<file path="src/rtl/mpu_pkg.sv">
package mpu_pkg;
    localparam int GRAN_BITS = 3;
    localparam int CFG_AW    = 7;

    localparam logic [1:0] KIND_RD  = 2'd0;
    localparam logic [1:0] KIND_WR  = 2'd1;
    localparam logic [1:0] KIND_EX  = 2'd2;
    localparam logic [1:0] KIND_RSV = 2'd3;

    localparam logic [3:0] SEG_PERIPH = 4'hF;
    localparam logic [3:0] SEG_EMU    = 4'hE;

    localparam logic [CFG_AW-1:0] REG_CTRL      = 7'h00;
    localparam logic [CFG_AW-1:0] REG_FSTAT     = 7'h01;
    localparam logic [CFG_AW-1:0] REG_DPERM     = 7'h02;
    localparam logic [CFG_AW-1:0] REG_XPERM     = 7'h03;
    localparam logic [CFG_AW-1:0] REG_SEL_BASE  = 7'h08;
    localparam logic [CFG_AW-1:0] REG_DRNG_BASE = 7'h20;
    localparam logic [CFG_AW-1:0] REG_CRNG_BASE = 7'h40;
endpackage

</file>
<file path="src/rtl/mpu_window_cmp.sv">
module mpu_window_cmp #(
    parameter int AW = 32
) (
    input  logic [AW-1:0] addr,
    input  logic [AW-1:0] lo,
    input  logic [AW-1:0] hi,
    output logic          hit
);
    // half-open window: lower bound included, upper bound excluded
    assign hit = (addr >= lo) && (addr < hi);
endmodule

</file>
<file path="src/rtl/mpu_cfg_regs.sv">
module mpu_cfg_regs
    import mpu_pkg::*;
#(
    parameter int AW      = 32,
    parameter int N_DPAIR = 2,
    parameter int N_CPAIR = 2,
    parameter int N_SETS  = 2,
    localparam int ND     = 2 * N_DPAIR,
    localparam int NC     = 2 * N_CPAIR,
    localparam int BW     = AW - GRAN_BITS
) (
    input  logic                              clk,
    input  logic                              rst_n,
    input  logic                              cfg_we,
    input  logic [CFG_AW-1:0]                 cfg_addr,
    input  logic [AW-1:0]                     cfg_wdata,
    input  logic [2:0]                        fault_set,
    output logic [AW-1:0]                     cfg_rdata,
    output logic                              prot_en,
    output logic [1:0]                        cur_set,
    output logic [2:0]                        sticky,
    output logic [ND-1:0]                     d_rd,
    output logic [ND-1:0]                     d_wr,
    output logic [NC-1:0]                     c_ex,
    output logic [N_SETS-1:0][N_DPAIR-1:0]    dsel,
    output logic [N_SETS-1:0][N_CPAIR-1:0]    csel,
    output logic [ND-1:0][BW-1:0]             d_lo,
    output logic [ND-1:0][BW-1:0]             d_hi,
    output logic [NC-1:0][BW-1:0]             c_lo,
    output logic [NC-1:0][BW-1:0]             c_hi
);
    typedef struct packed {
        logic                           en;
        logic [1:0]                     set;
        logic [2:0]                     sticky;
        logic [ND-1:0]                  rd;
        logic [ND-1:0]                  wr;
        logic [NC-1:0]                  ex;
        logic [N_SETS-1:0][N_DPAIR-1:0] dsel;
        logic [N_SETS-1:0][N_CPAIR-1:0] csel;
        logic [ND-1:0][BW-1:0]          dlo;
        logic [ND-1:0][BW-1:0]          dhi;
        logic [NC-1:0][BW-1:0]          clo;
        logic [NC-1:0][BW-1:0]          chi;
    } regs_t;

    regs_t r_d, r_q;
    logic [2:0] clr_bits;

    always_comb begin
        r_d      = r_q;
        clr_bits = (cfg_we && cfg_addr == REG_FSTAT) ? cfg_wdata[2:0] : 3'b000;
        // a fresh fault outranks a clear landing in the same cycle
        r_d.sticky = (r_q.sticky & ~clr_bits) | fault_set;
        if (cfg_we) begin
            if (cfg_addr == REG_CTRL) begin
                r_d.en = cfg_wdata[0];
                if (int'(cfg_wdata[2:1]) < N_SETS) begin
                    r_d.set = cfg_wdata[2:1];
                end
            end
            if (cfg_addr == REG_DPERM) begin
                for (int i = 0; i < ND; i++) begin
                    r_d.rd[i] = cfg_wdata[2*i];
                    r_d.wr[i] = cfg_wdata[2*i+1];
                end
            end
            if (cfg_addr == REG_XPERM) begin
                r_d.ex = cfg_wdata[NC-1:0];
            end
            for (int s = 0; s < N_SETS; s++) begin
                if (cfg_addr == REG_SEL_BASE + 7'(s)) begin
                    r_d.dsel[s] = cfg_wdata[N_DPAIR-1:0];
                    r_d.csel[s] = cfg_wdata[8 +: N_CPAIR];
                end
            end
            for (int i = 0; i < ND; i++) begin
                if (cfg_addr == REG_DRNG_BASE + 7'(2*i))   r_d.dlo[i] = cfg_wdata[AW-1:GRAN_BITS];
                if (cfg_addr == REG_DRNG_BASE + 7'(2*i+1)) r_d.dhi[i] = cfg_wdata[AW-1:GRAN_BITS];
            end
            for (int i = 0; i < NC; i++) begin
                if (cfg_addr == REG_CRNG_BASE + 7'(2*i))   r_d.clo[i] = cfg_wdata[AW-1:GRAN_BITS];
                if (cfg_addr == REG_CRNG_BASE + 7'(2*i+1)) r_d.chi[i] = cfg_wdata[AW-1:GRAN_BITS];
            end
        end
    end

    always_ff @(posedge clk or negedge rst_n) begin
        if (!rst_n) r_q <= '0;
        else        r_q <= r_d;
    end

    always_comb begin
        cfg_rdata = '0;
        if (cfg_addr == REG_CTRL)  cfg_rdata[2:0] = {r_q.set, r_q.en};
        if (cfg_addr == REG_FSTAT) cfg_rdata[2:0] = r_q.sticky;
        if (cfg_addr == REG_DPERM) begin
            for (int i = 0; i < ND; i++) begin
                cfg_rdata[2*i]   = r_q.rd[i];
                cfg_rdata[2*i+1] = r_q.wr[i];
            end
        end
        if (cfg_addr == REG_XPERM) cfg_rdata[NC-1:0] = r_q.ex;
        for (int s = 0; s < N_SETS; s++) begin
            if (cfg_addr == REG_SEL_BASE + 7'(s)) begin
                cfg_rdata[N_DPAIR-1:0] = r_q.dsel[s];
                cfg_rdata[8 +: N_CPAIR] = r_q.csel[s];
            end
        end
        for (int i = 0; i < ND; i++) begin
            if (cfg_addr == REG_DRNG_BASE + 7'(2*i))   cfg_rdata = {r_q.dlo[i], {GRAN_BITS{1'b0}}};
            if (cfg_addr == REG_DRNG_BASE + 7'(2*i+1)) cfg_rdata = {r_q.dhi[i], {GRAN_BITS{1'b0}}};
        end
        for (int i = 0; i < NC; i++) begin
            if (cfg_addr == REG_CRNG_BASE + 7'(2*i))   cfg_rdata = {r_q.clo[i], {GRAN_BITS{1'b0}}};
            if (cfg_addr == REG_CRNG_BASE + 7'(2*i+1)) cfg_rdata = {r_q.chi[i], {GRAN_BITS{1'b0}}};
        end
    end

    assign prot_en = r_q.en;
    assign cur_set = r_q.set;
    assign sticky  = r_q.sticky;
    assign d_rd    = r_q.rd;
    assign d_wr    = r_q.wr;
    assign c_ex    = r_q.ex;
    assign dsel    = r_q.dsel;
    assign csel    = r_q.csel;
    assign d_lo    = r_q.dlo;
    assign d_hi    = r_q.dhi;
    assign c_lo    = r_q.clo;
    assign c_hi    = r_q.chi;
endmodule

</file>
<file path="src/rtl/mpu_decide.sv">
module mpu_decide
    import mpu_pkg::*;
#(
    parameter int AW      = 32,
    parameter int N_DPAIR = 2,
    parameter int N_CPAIR = 2,
    parameter int N_SETS  = 2,
    localparam int ND     = 2 * N_DPAIR,
    localparam int NC     = 2 * N_CPAIR,
    localparam int BW     = AW - GRAN_BITS
) (
    input  logic [AW-1:0]                  addr,
    input  logic [1:0]                     kind,
    input  logic                           ctx,
    input  logic                           prot_en,
    input  logic [1:0]                     cur_set,
    input  logic [ND-1:0]                  d_rd,
    input  logic [ND-1:0]                  d_wr,
    input  logic [NC-1:0]                  c_ex,
    input  logic [N_SETS-1:0][N_DPAIR-1:0] dsel,
    input  logic [N_SETS-1:0][N_CPAIR-1:0] csel,
    input  logic [ND-1:0][BW-1:0]          d_lo,
    input  logic [ND-1:0][BW-1:0]          d_hi,
    input  logic [NC-1:0][BW-1:0]          c_lo,
    input  logic [NC-1:0][BW-1:0]          c_hi,
    output logic                           permit
);
    logic [ND-1:0]      d_hit, d_live;
    logic [NC-1:0]      c_hit, c_live;
    logic [N_DPAIR-1:0] dsel_cur;
    logic [N_CPAIR-1:0] csel_cur;
    logic               exempt, rd_ok, wr_ok, ex_ok;

    for (genvar g = 0; g < ND; g++) begin : g_dwin
        mpu_window_cmp #(.AW(AW)) u_cmp (
            .addr (addr),
            .lo   ({d_lo[g], {GRAN_BITS{1'b0}}}),
            .hi   ({d_hi[g], {GRAN_BITS{1'b0}}}),
            .hit  (d_hit[g])
        );
    end

    for (genvar g = 0; g < NC; g++) begin : g_cwin
        mpu_window_cmp #(.AW(AW)) u_cmp (
            .addr (addr),
            .lo   ({c_lo[g], {GRAN_BITS{1'b0}}}),
            .hi   ({c_hi[g], {GRAN_BITS{1'b0}}}),
            .hit  (c_hit[g])
        );
    end

    always_comb begin
        dsel_cur = '0;
        csel_cur = '0;
        for (int s = 0; s < N_SETS; s++) begin
            if (cur_set == 2'(s)) begin
                dsel_cur = dsel[s];
                csel_cur = csel[s];
            end
        end
        for (int p = 0; p < N_DPAIR; p++) begin
            d_live[2*p]   = d_hit[2*p]   & ~dsel_cur[p];
            d_live[2*p+1] = d_hit[2*p+1] &  dsel_cur[p];
        end
        for (int p = 0; p < N_CPAIR; p++) begin
            c_live[2*p]   = c_hit[2*p]   & ~csel_cur[p];
            c_live[2*p+1] = c_hit[2*p+1] &  csel_cur[p];
        end
        // any live covering window that grants the type is enough
        rd_ok  = |(d_live & d_rd);
        wr_ok  = |(d_live & d_wr);
        ex_ok  = |(c_live & c_ex);
        exempt = ctx || (addr[AW-1 -: 4] == SEG_PERIPH) || (addr[AW-1 -: 4] == SEG_EMU);
        if (!prot_en || exempt)   permit = 1'b1;
        else if (kind == KIND_EX) permit = ex_ok;
        else if (kind == KIND_WR) permit = wr_ok;
        else                      permit = rd_ok;
    end
endmodule

</file>
<file path="src/rtl/mpu_range_check.sv">
module mpu_range_check
    import mpu_pkg::*;
#(
    parameter int AW      = 32,
    parameter int N_DPAIR = 2,
    parameter int N_CPAIR = 2,
    parameter int N_SETS  = 2
) (
    input  logic              clk,
    input  logic              rst_n,
    input  logic              acc_valid,
    input  logic [AW-1:0]     acc_addr,
    input  logic [1:0]        acc_kind,
    input  logic              acc_ctx,
    input  logic              cfg_we,
    input  logic [CFG_AW-1:0] cfg_addr,
    input  logic [AW-1:0]     cfg_wdata,
    output logic [AW-1:0]     cfg_rdata,
    output logic              chk_valid,
    output logic              chk_permit,
    output logic              chk_fault,
    output logic [1:0]        chk_fault_kind
);
    localparam int ND = 2 * N_DPAIR;
    localparam int NC = 2 * N_CPAIR;
    localparam int BW = AW - GRAN_BITS;

    typedef struct packed {
        logic       vld;
        logic       permit;
        logic       fault;
        logic [1:0] kind;
    } verdict_t;

    logic                           prot_en;
    logic [1:0]                     cur_set;
    logic [2:0]                     sticky;
    logic [ND-1:0]                  d_rd, d_wr;
    logic [NC-1:0]                  c_ex;
    logic [N_SETS-1:0][N_DPAIR-1:0] dsel;
    logic [N_SETS-1:0][N_CPAIR-1:0] csel;
    logic [ND-1:0][BW-1:0]          d_lo, d_hi;
    logic [NC-1:0][BW-1:0]          c_lo, c_hi;
    logic                           permit_now, deny;
    logic [1:0]                     kind_n;
    logic [2:0]                     fault_set;
    verdict_t                       v_d, v_q;

    mpu_cfg_regs #(.AW(AW), .N_DPAIR(N_DPAIR), .N_CPAIR(N_CPAIR), .N_SETS(N_SETS)) u_regs (
        .clk, .rst_n, .cfg_we, .cfg_addr, .cfg_wdata, .fault_set, .cfg_rdata,
        .prot_en, .cur_set, .sticky, .d_rd, .d_wr, .c_ex, .dsel, .csel,
        .d_lo, .d_hi, .c_lo, .c_hi
    );

    mpu_decide #(.AW(AW), .N_DPAIR(N_DPAIR), .N_CPAIR(N_CPAIR), .N_SETS(N_SETS)) u_decide (
        .addr (acc_addr), .kind (kind_n), .ctx (acc_ctx), .prot_en, .cur_set,
        .d_rd, .d_wr, .c_ex, .dsel, .csel, .d_lo, .d_hi, .c_lo, .c_hi,
        .permit (permit_now)
    );

    always_comb begin
        kind_n       = (acc_kind == KIND_RSV) ? KIND_RD : acc_kind;
        deny         = acc_valid && !permit_now;
        fault_set[0] = deny && (kind_n == KIND_RD);
        fault_set[1] = deny && (kind_n == KIND_WR);
        fault_set[2] = deny && (kind_n == KIND_EX);
        v_d.vld      = acc_valid;
        v_d.permit   = acc_valid && permit_now;
        v_d.fault    = deny;
        v_d.kind     = deny ? kind_n : 2'b00;
    end

    always_ff @(posedge clk or negedge rst_n) begin
        if (!rst_n) v_q <= '0;
        else        v_q <= v_d;
    end

    assign chk_valid      = v_q.vld;
    assign chk_permit     = v_q.permit;
    assign chk_fault      = v_q.fault;
    assign chk_fault_kind = v_q.kind;
endmodule

</file>
<file path="config.mk">
export PLATFORM = sky130hd
export DESIGN_NAME = mpu_range_check
export DESIGN_NICKNAME = d
export VERILOG_FILES = /design/src/rtl/mpu_pkg.sv /design/src/rtl/mpu_window_cmp.sv /design/src/rtl/mpu_cfg_regs.sv /design/src/rtl/mpu_decide.sv /design/src/rtl/mpu_range_check.sv
export SDC_FILE = /design/constraint.sdc
export NUM_CORES = 1
export LEC_CHECK = 0
export BUFFER_PORTS_ARGS = -buffer_cell sky130_fd_sc_hd__buf_2
export CAP_MARGIN = 20
export CELL_PAD_IN_SITES_DETAIL_PLACEMENT = 0
export CELL_PAD_IN_SITES_GLOBAL_PLACEMENT = 1
export CORE_ASPECT_RATIO = 0.5
export CORE_MARGIN = 3
export CORE_UTILIZATION = 45
export CTS_CLUSTER_DIAMETER = 120
export CTS_CLUSTER_SIZE = 28
export DETAILED_ROUTE_END_ITERATION = 6
export PLACE_DENSITY_LB_ADDON = 0.1
export SLEW_MARGIN = 20
export SYNTH_ARGS = -nofsm -noshare
export SYNTH_HDL_FRONTEND = slang
export SYNTH_HIERARCHICAL = 1
export SYNTH_SLANG_ARGS = --single-unit
export TNS_END_PERCENT = 30
</file>
<file path="constraint.sdc">
create_clock -name clk -period 3.5 [get_ports clk]
set_clock_uncertainty 0.2 [all_clocks]
set_input_delay 0.35 -clock clk [delete_from_list [all_inputs] [get_ports clk]]
set_output_delay 0.35 -clock clk [all_outputs]
set_load 0.01 [all_outputs]
</file>
== After elaboration in Yosys (flattened, before gate mapping) ==
Index checks and enable logic that the tools add are counted.

* Register bits after elaboration: 495
* Latch bits: 0
* Bits in writable memories: 0
* Memory bits (read-only): 0
* Output and inout bits: 37
* Word-level logic and storage cells: 173
* Memories: 0

* Add/subtract/negate cells: 0
* Multiply operators: 0
* Divide/modulo/power cells: 0
* Order comparisons: 17
* Equal/unequal tests: 27
* Shift-type cells: 0
* Multiplexer cells: 34
* Bitwise gates (word level): 18
* Reductions and logical operators: 47

{| class="wikitable"
|+ Operator list
! kind !! count
|-
| 32-bit two-way mux || 16
|-
| 32-bit >= comparator || 8
|-
| 32-bit < comparator || 8
|-
| 7-bit by 6-bit == test with 1-bit output, second input constant || 8
|-
| 7-bit == test, second input constant || 8
|-
| 2-bit AND reduction || 21
|-
| 2-bit two-way mux || 10
|-
| 7-bit by 2-bit == test with 1-bit output, second input constant || 2
|-
| 7-bit by 4-bit == test with 1-bit output, second input constant || 2
|-
| 1-bit logical AND || 14
|-
| 4-bit AND || 3
|-
| 4-bit OR reduction || 3
|-
| 3-bit two-way mux || 3
|-
| 1-bit AND || 8
|-
| 4-bit == test, second input constant || 2
|-
| 8-bit two-way mux || 1
|-
| 7-bit by 1-bit == test with 1-bit output, second input constant || 1
|-
| 7-bit zero test || 1
|-
| 2-bit by 1-bit == test with 1-bit output, second input constant || 2
|-
| 2-bit == test, second input constant || 2
|-
| 2-bit zero test || 2
|-
| 4-bit two-way mux || 1
|-
| 1-bit inverter || 4
|-
| 3-bit AND || 1
|-
| 7 further kinds || 12
|}

== Depth between registers and ports, before layout ==
* Word-level depth: 23
* Gate-level depth with buffers: 14
* Gate-level depth less buffers: 14

== Cells and area by module ==
The synthesis kept the hierarchy.

{| class="wikitable"
|+ Modules (own cells, without submodules)
! module !! instances !! cells an instance !! area each (µm²) !! seq. area each (µm²)
|-
| mpu_cfg_regs || 1 || 1867 || 23542.6 || 12261.8
|-
| mpu_window_cmp at u_decide.g_cwin[0].u_cmp ... || 7 || 223 || 1562.7 || 0.0
|-
| mpu_window_cmp at u_decide.g_cwin[1].u_cmp || 1 || 227 || 1597.8 || 0.0
|-
| mpu_range_check || 1 || 18 || 240.2 || 125.1
|-
| mpu_decide || 1 || 31 || 232.7 || 0.0
|}

== Worst setup path before layout ==
OpenSTA, ideal clock, no wires.

* Path kind: register -> register
* From: reg u_regs.r_q (netlist bit u_regs/d_lo[99])
* To: reg u_regs.r_q (netlist bit u_regs/sticky[0])
* Arrival time: 2.691 ns
* Slack: 0.491 ns
* Stages on the path, launching flop included: 14
* Buffers on the path: 0
* Clock period less this slack: 3.009 ns
* Cell sequence: dfrtp_1 > inv_1 > ha_1 > nand4_1 > or3_1 > a2111oi_1 > o41ai_1 > a211oi_2 > nor3b_1 > a22oi_1 > nand4_1 > and3_1 > and3b_1 > a21o_1

{| class="wikitable"
|+ RTL lines
! element !! RTL line !! source
|-
| start, declared || mpu_cfg_regs.sv:47 || <nowiki>regs_t r_d, r_q;</nowiki>
|-
| start signal, assigned || mpu_cfg_regs.sv:90 || <nowiki>else r_q <= r_d;</nowiki>
|}

==> reports/results.txt <==
Net switching is 33.6% of the power. In this run, distinct cell masters in the synthesized netlist total 83. The mapped netlist covers 36600 um^2. The slack of the critical path came out at -0.221 ns. In this run the tightest slew margin relative to its limit is 42.5%. At the worst endpoint, the required time is 3.80 ns. The number of enable flip-flop cells after synthesis came out at 0. The cell leakage power was 19.4 nW. In the final design database the tool counted 4638 nets.

TritonCTS built the clock tree. At the pin with the least slew margin, the transition time is 0.840 ns. Setup repair after global routing could not meet its margin everywhere. The average wire length per cell after detail routing is 25.4 um. For met1 alone, demand over resource in global routing was 46.2%. The most common flop cell mapped by yosys was dfrtp_1. After global routing the overflow that remains totals 0. Met3 demand-to-capacity share in global routing: 3.40%. The post-layout utilization of the core was 52.2%.

Per report_power, the clock group accounts for 23.1% of the total. The first global-routing pass estimated 196 mm of wire. During placement, the flow inserted port buffers numbering 114. Derived from the worst setup path, the maximum achievable clock frequency is 269 MHz. The die span in x is 409 um, and the clock latency on the worst-skew pair is 0.62 ns.

The initial core utilization was 45.7%; the proportion of power drawn by combinational gates was 28.1%. The tightest min-delay check is of the in -> reg type. For the worst setup path, the data arrival time is 4.02 ns. The max-slew violation total from the final report was 0.

Global routing consumed, over all layers together, 30.3% of the routing resources. After synthesis the netlist holds a flip-flop and latch count of 495. The internal power of the cells totals 8.95 mW. The run gives 79900 um^2 as the core outline area. The count of endpoints failing setup in the final report came out at 7. The remaining number of nets flagged by the antenna check after routing is 0.

The run gives 29900 as the total via count in the routed design. The final worst-path cycle share came out at 106%. For met2 alone, demand over resource in global routing was 46.6%. The logs give 0 for the final-report hold violation count and 0.928 for the last weighted congestion value of the routability-driven placer.

Capturing element type of the critical path: a register. The I/O pin total was 115; the number of buffers inserted during clock tree synthesis was 21. Sequential cells account for 48.8% of the total power.

For this design the total switching power over the nets is 4.53 mW. VDD sags by at most 0.285 mV. The floorplan row count is 73.

The flow ran to the end, but the final reports show violations. The worst setup path is launched from a register. The power per unit of standard cell area is 323 nW/um^2. For this run, design rule violations remaining after detail routing come to 0.

In this run the vertical extent of the chip is 208 um. Yosys printed 6 warnings. The number of cells produced by synthesis was 3704; the async set or reset register ratio after synthesis was 100%.

The area growth from synthesis to layout is 14.2%. The layer flagged by global routing as most heavily used is met2. Before CTS, the worst setup slack after placement is -1.03 ns. Clock-pin slew was measured on the worst setup and hold paths at 0.12 ns. The final reports fail on setup timing. The floorplan step defined a die boundary enclosing 84900 um^2. The max-capacitance violation count came out at 0. The shortest clock period the worst path allows after layout came out at 3.72 ns.

The tools report the number of global-route vias before repair as 29800. For this design, the sink count on the clock tree is 495. For the number of H-tree branching levels, the log shows 1.

For the initial antenna violation count, the log shows 3. The critical path is of the reg -> reg type. The tools report the maximum clock path buffer count as 3. Entering global routing, the biggest net connects 81 pins. After detailed routing, the number of vias per cell comes to 5.82. The tools report the cell at the root of the clock tree as clkbuf_16.

After legalization and detailed placement, the total HPWL measured 102 mm. Summed over all layers, the routed wires come to 130 mm. Of all nets on the critical path, the largest fanout is 5. The first TritonRoute pass finished after 5 iterations.

A synthesized cell averages 9.87 um^2. For this run, the register share of the synthesized area comes to 33.9%. The detailed router finished its first iteration with 2390 violations.

The setup total negative slack is -1.03 ns, and the share of post-route cells with drive strength above 1 is 27.2%.
cell type report:
class	count	area [um^2]
clock inverter	1	11.3
inverter	535	2010
fill	7464	38200
antenna	1	2.50
multi-input combinational	2546	21900
tap	1087	1360
sequential	495	12400
timing repair buffer	453	3510
clock buffer	21	526
cell usage after synthesis (6+ instances only):
cell type | count | area [um^2]
dfrtp_1 | 495 | 12400
nor2_1 | 119 | 447
o2111ai_1 | 22 | 193
nor2b_1 | 22 | 138
mux2_2 | 545 | 6140
clkbuf_1 | 92 | 345
o41ai_1 | 8 | 70.1
o21a_1 | 21 | 158
o221ai_1 | 31 | 272
nand2b_1 | 28 | 175
o31ai_1 | 9 | 67.6
o22a_1 | 12 | 105
o32ai_1 | 6 | 52.6
or3_1 | 17 | 106
a31oi_1 | 15 | 93.8
a211oi_2 | 7 | 87.6
nand2_1 | 188 | 706
ha_1 | 508 | 6360
nor4_1 | 11 | 68.8
nor3b_1 | 8 | 60.1
o21ai_0 | 149 | 746
and4_1 | 8 | 70.1
nor3_1 | 34 | 170
or4_1 | 7 | 52.6
o211ai_1 | 26 | 195
a21oi_1 | 222 | 1110
and3b_1 | 6 | 52.6
inv_1 | 532 | 2000
buf_1 | 10 | 37.5
nand3_1 | 67 | 335
a22oi_1 | 23 | 173
a21o_1 | 41 | 308
a2111oi_0 | 21 | 184
a221oi_1 | 22 | 193
o22ai_1 | 42 | 263
o21bai_1 | 14 | 105
and3_1 | 15 | 93.8
buf_2 | 66 | 330
a2111oi_1 | 7 | 70.1
a211oi_1 | 23 | 173
mux2i_1 | 27 | 270
a32o_1 | 14 | 140
a2bb2oi_1 | 7 | 61.3
mux2_4 | 10 | 150
nand4_1 | 68 | 425
registers in the layout (all words and copies together) (netlist names):
register,flops
u_regs/d_wr,4
u_regs/sticky,3
u_regs/c_ex,4
chk_permit,1
u_regs/csel,4
chk_fault_kind,2
chk_valid,1
u_regs/prot_en,1
u_regs/c_hi,116
chk_fault,1
u_regs/dsel,4
u_regs/c_lo,116
u_regs/d_hi,116
u_regs/d_rd,4
u_regs/cur_set,2
u_regs/d_lo,116
worst max-delay path, stage by stage (launching register included):
cell	delay (ns)
dfrtp_1	0.38
inv_1	0.06
ha_1	0.29
nand4_1	0.23
or3_1	0.45
a2111oi_2	0.58
o41ai_1	0.18
a211oi_2	0.30
a311oi_1	0.14
nand4_1	0.20
and3_4	0.26
and3b_1	0.19
a21o_1	0.14
layout by cell type (no fill, tap or decap), types with 14 or more instances in the layout:
cell type / Yosys / layout
mux2_2: 545 / 545
inv_1: 532 / 530
ha_1: 508 / 506
dfrtp_1: 495 / 495
buf_4: 5 / 302
a21oi_1: 222 / 222
nand2_1: 188 / 184
o21ai_0: 149 / 145
nor2_1: 119 / 118
buf_2: 66 / 111
nand4_1: 68 / 68
nand3_1: 67 / 57
conb_1: 1 / 48
o22ai_1: 42 / 42
a21o_1: 41 / 41
o221ai_1: 31 / 31
nor3_1: 34 / 29
buf_12: 0 / 28
mux2i_1: 27 / 27
nand2b_1: 28 / 27
o211ai_1: 26 / 26
a211oi_1: 23 / 23
a22oi_1: 23 / 23
o2111ai_1: 22 / 22
nor2b_1: 22 / 21
clkbuf_16: 0 / 21
o21a_1: 21 / 21
a2111oi_0: 21 / 18
a221oi_1: 22 / 18
or3_1: 17 / 15
a31oi_1: 15 / 15
and3_1: 15 / 14
a32o_1: 14 / 14
o21bai_1: 14 / 14
repair_timing:
item	CTS	global route
hold buffers	9	0
pin swaps	9	14
buffers inserted	3	3
endpoints found under the setup margin	8	7
endpoints found under the hold margin	83	0
resized for setup	31	16
metrics by stage:
stage	power (mW)	hold WS, ns	instances	area [um^2]
6_report	13.5	0.0301	5139	41700
5_1_grt	14.2	0.0535	5138	41700
2_1_floorplan	8.73	-0.146	3751	36700
4_1_cts	13.5	0.00116	5135	41600
3_5_place_dp	10.4	0.192	5101	40800
3_3_place_gp	10.3	0.192	5101	40800
logic make-up (layout without fill, tap and decap cells):
group | after synthesis | after routing | share of synthesized area (%)
compound gates | 771 | 771 | 14.0
xor+xnor | 2 | 2 | 0.0479
fa+ha+maj | 508 | 508 | 17.4
buf+inv | 710 | 1010 | 7.61
flops | 495 | 495 | 33.9
mux | 588 | 588 | 18.3
other cells | 1 | 49 | 0.0103
simple gates | 629 | 629 | 8.79
path summary, 6_finish.rpt:
path | startpoint | end | slack (ns) | cells after the start
worst max-delay path | u_regs/c_lo[97] | u_regs/sticky[1] | -0.22 | 12
worst min-delay path | acc_kind[1] | u_regs/sticky[0] | 0.03 | 4
worst max register to register | u_regs/c_lo[97] | u_regs/sticky[1] | -0.22 | 12
worst min register to register | u_regs/sticky[1] | u_regs/sticky[1] | 0.30 | 1
max in group asynchronous | rst_n | u_regs/d_lo[73] | 2.07 | 3
min in group asynchronous | rst_n | u_regs/d_hi[0] | 0.10 | 2
power groups by stage:
stage | clock, mW | combinational, mW | sequential, mW
after floorplan | 0 | 2.19 | 6.54
after global placement | 0 | 3.59 | 6.67
after detailed placement | 0 | 3.67 | 6.69
after CTS | 3.18 | 3.73 | 6.58
after global routing | 3.36 | 4.22 | 6.65
final | 3.11 | 3.78 | 6.58
layer usage:
| metal | vias up | share of wire (%) |
|---|---|---|
| met5 | - | 0.010 |
| met4 | 2 | 1.8 |
| met3 | 119 | 5.7 |
| met2 | 827 | 43 |
| met1 | 15000 | 49 |
| li1 | 13900 | - |
(Power assumes the default switching activity.)
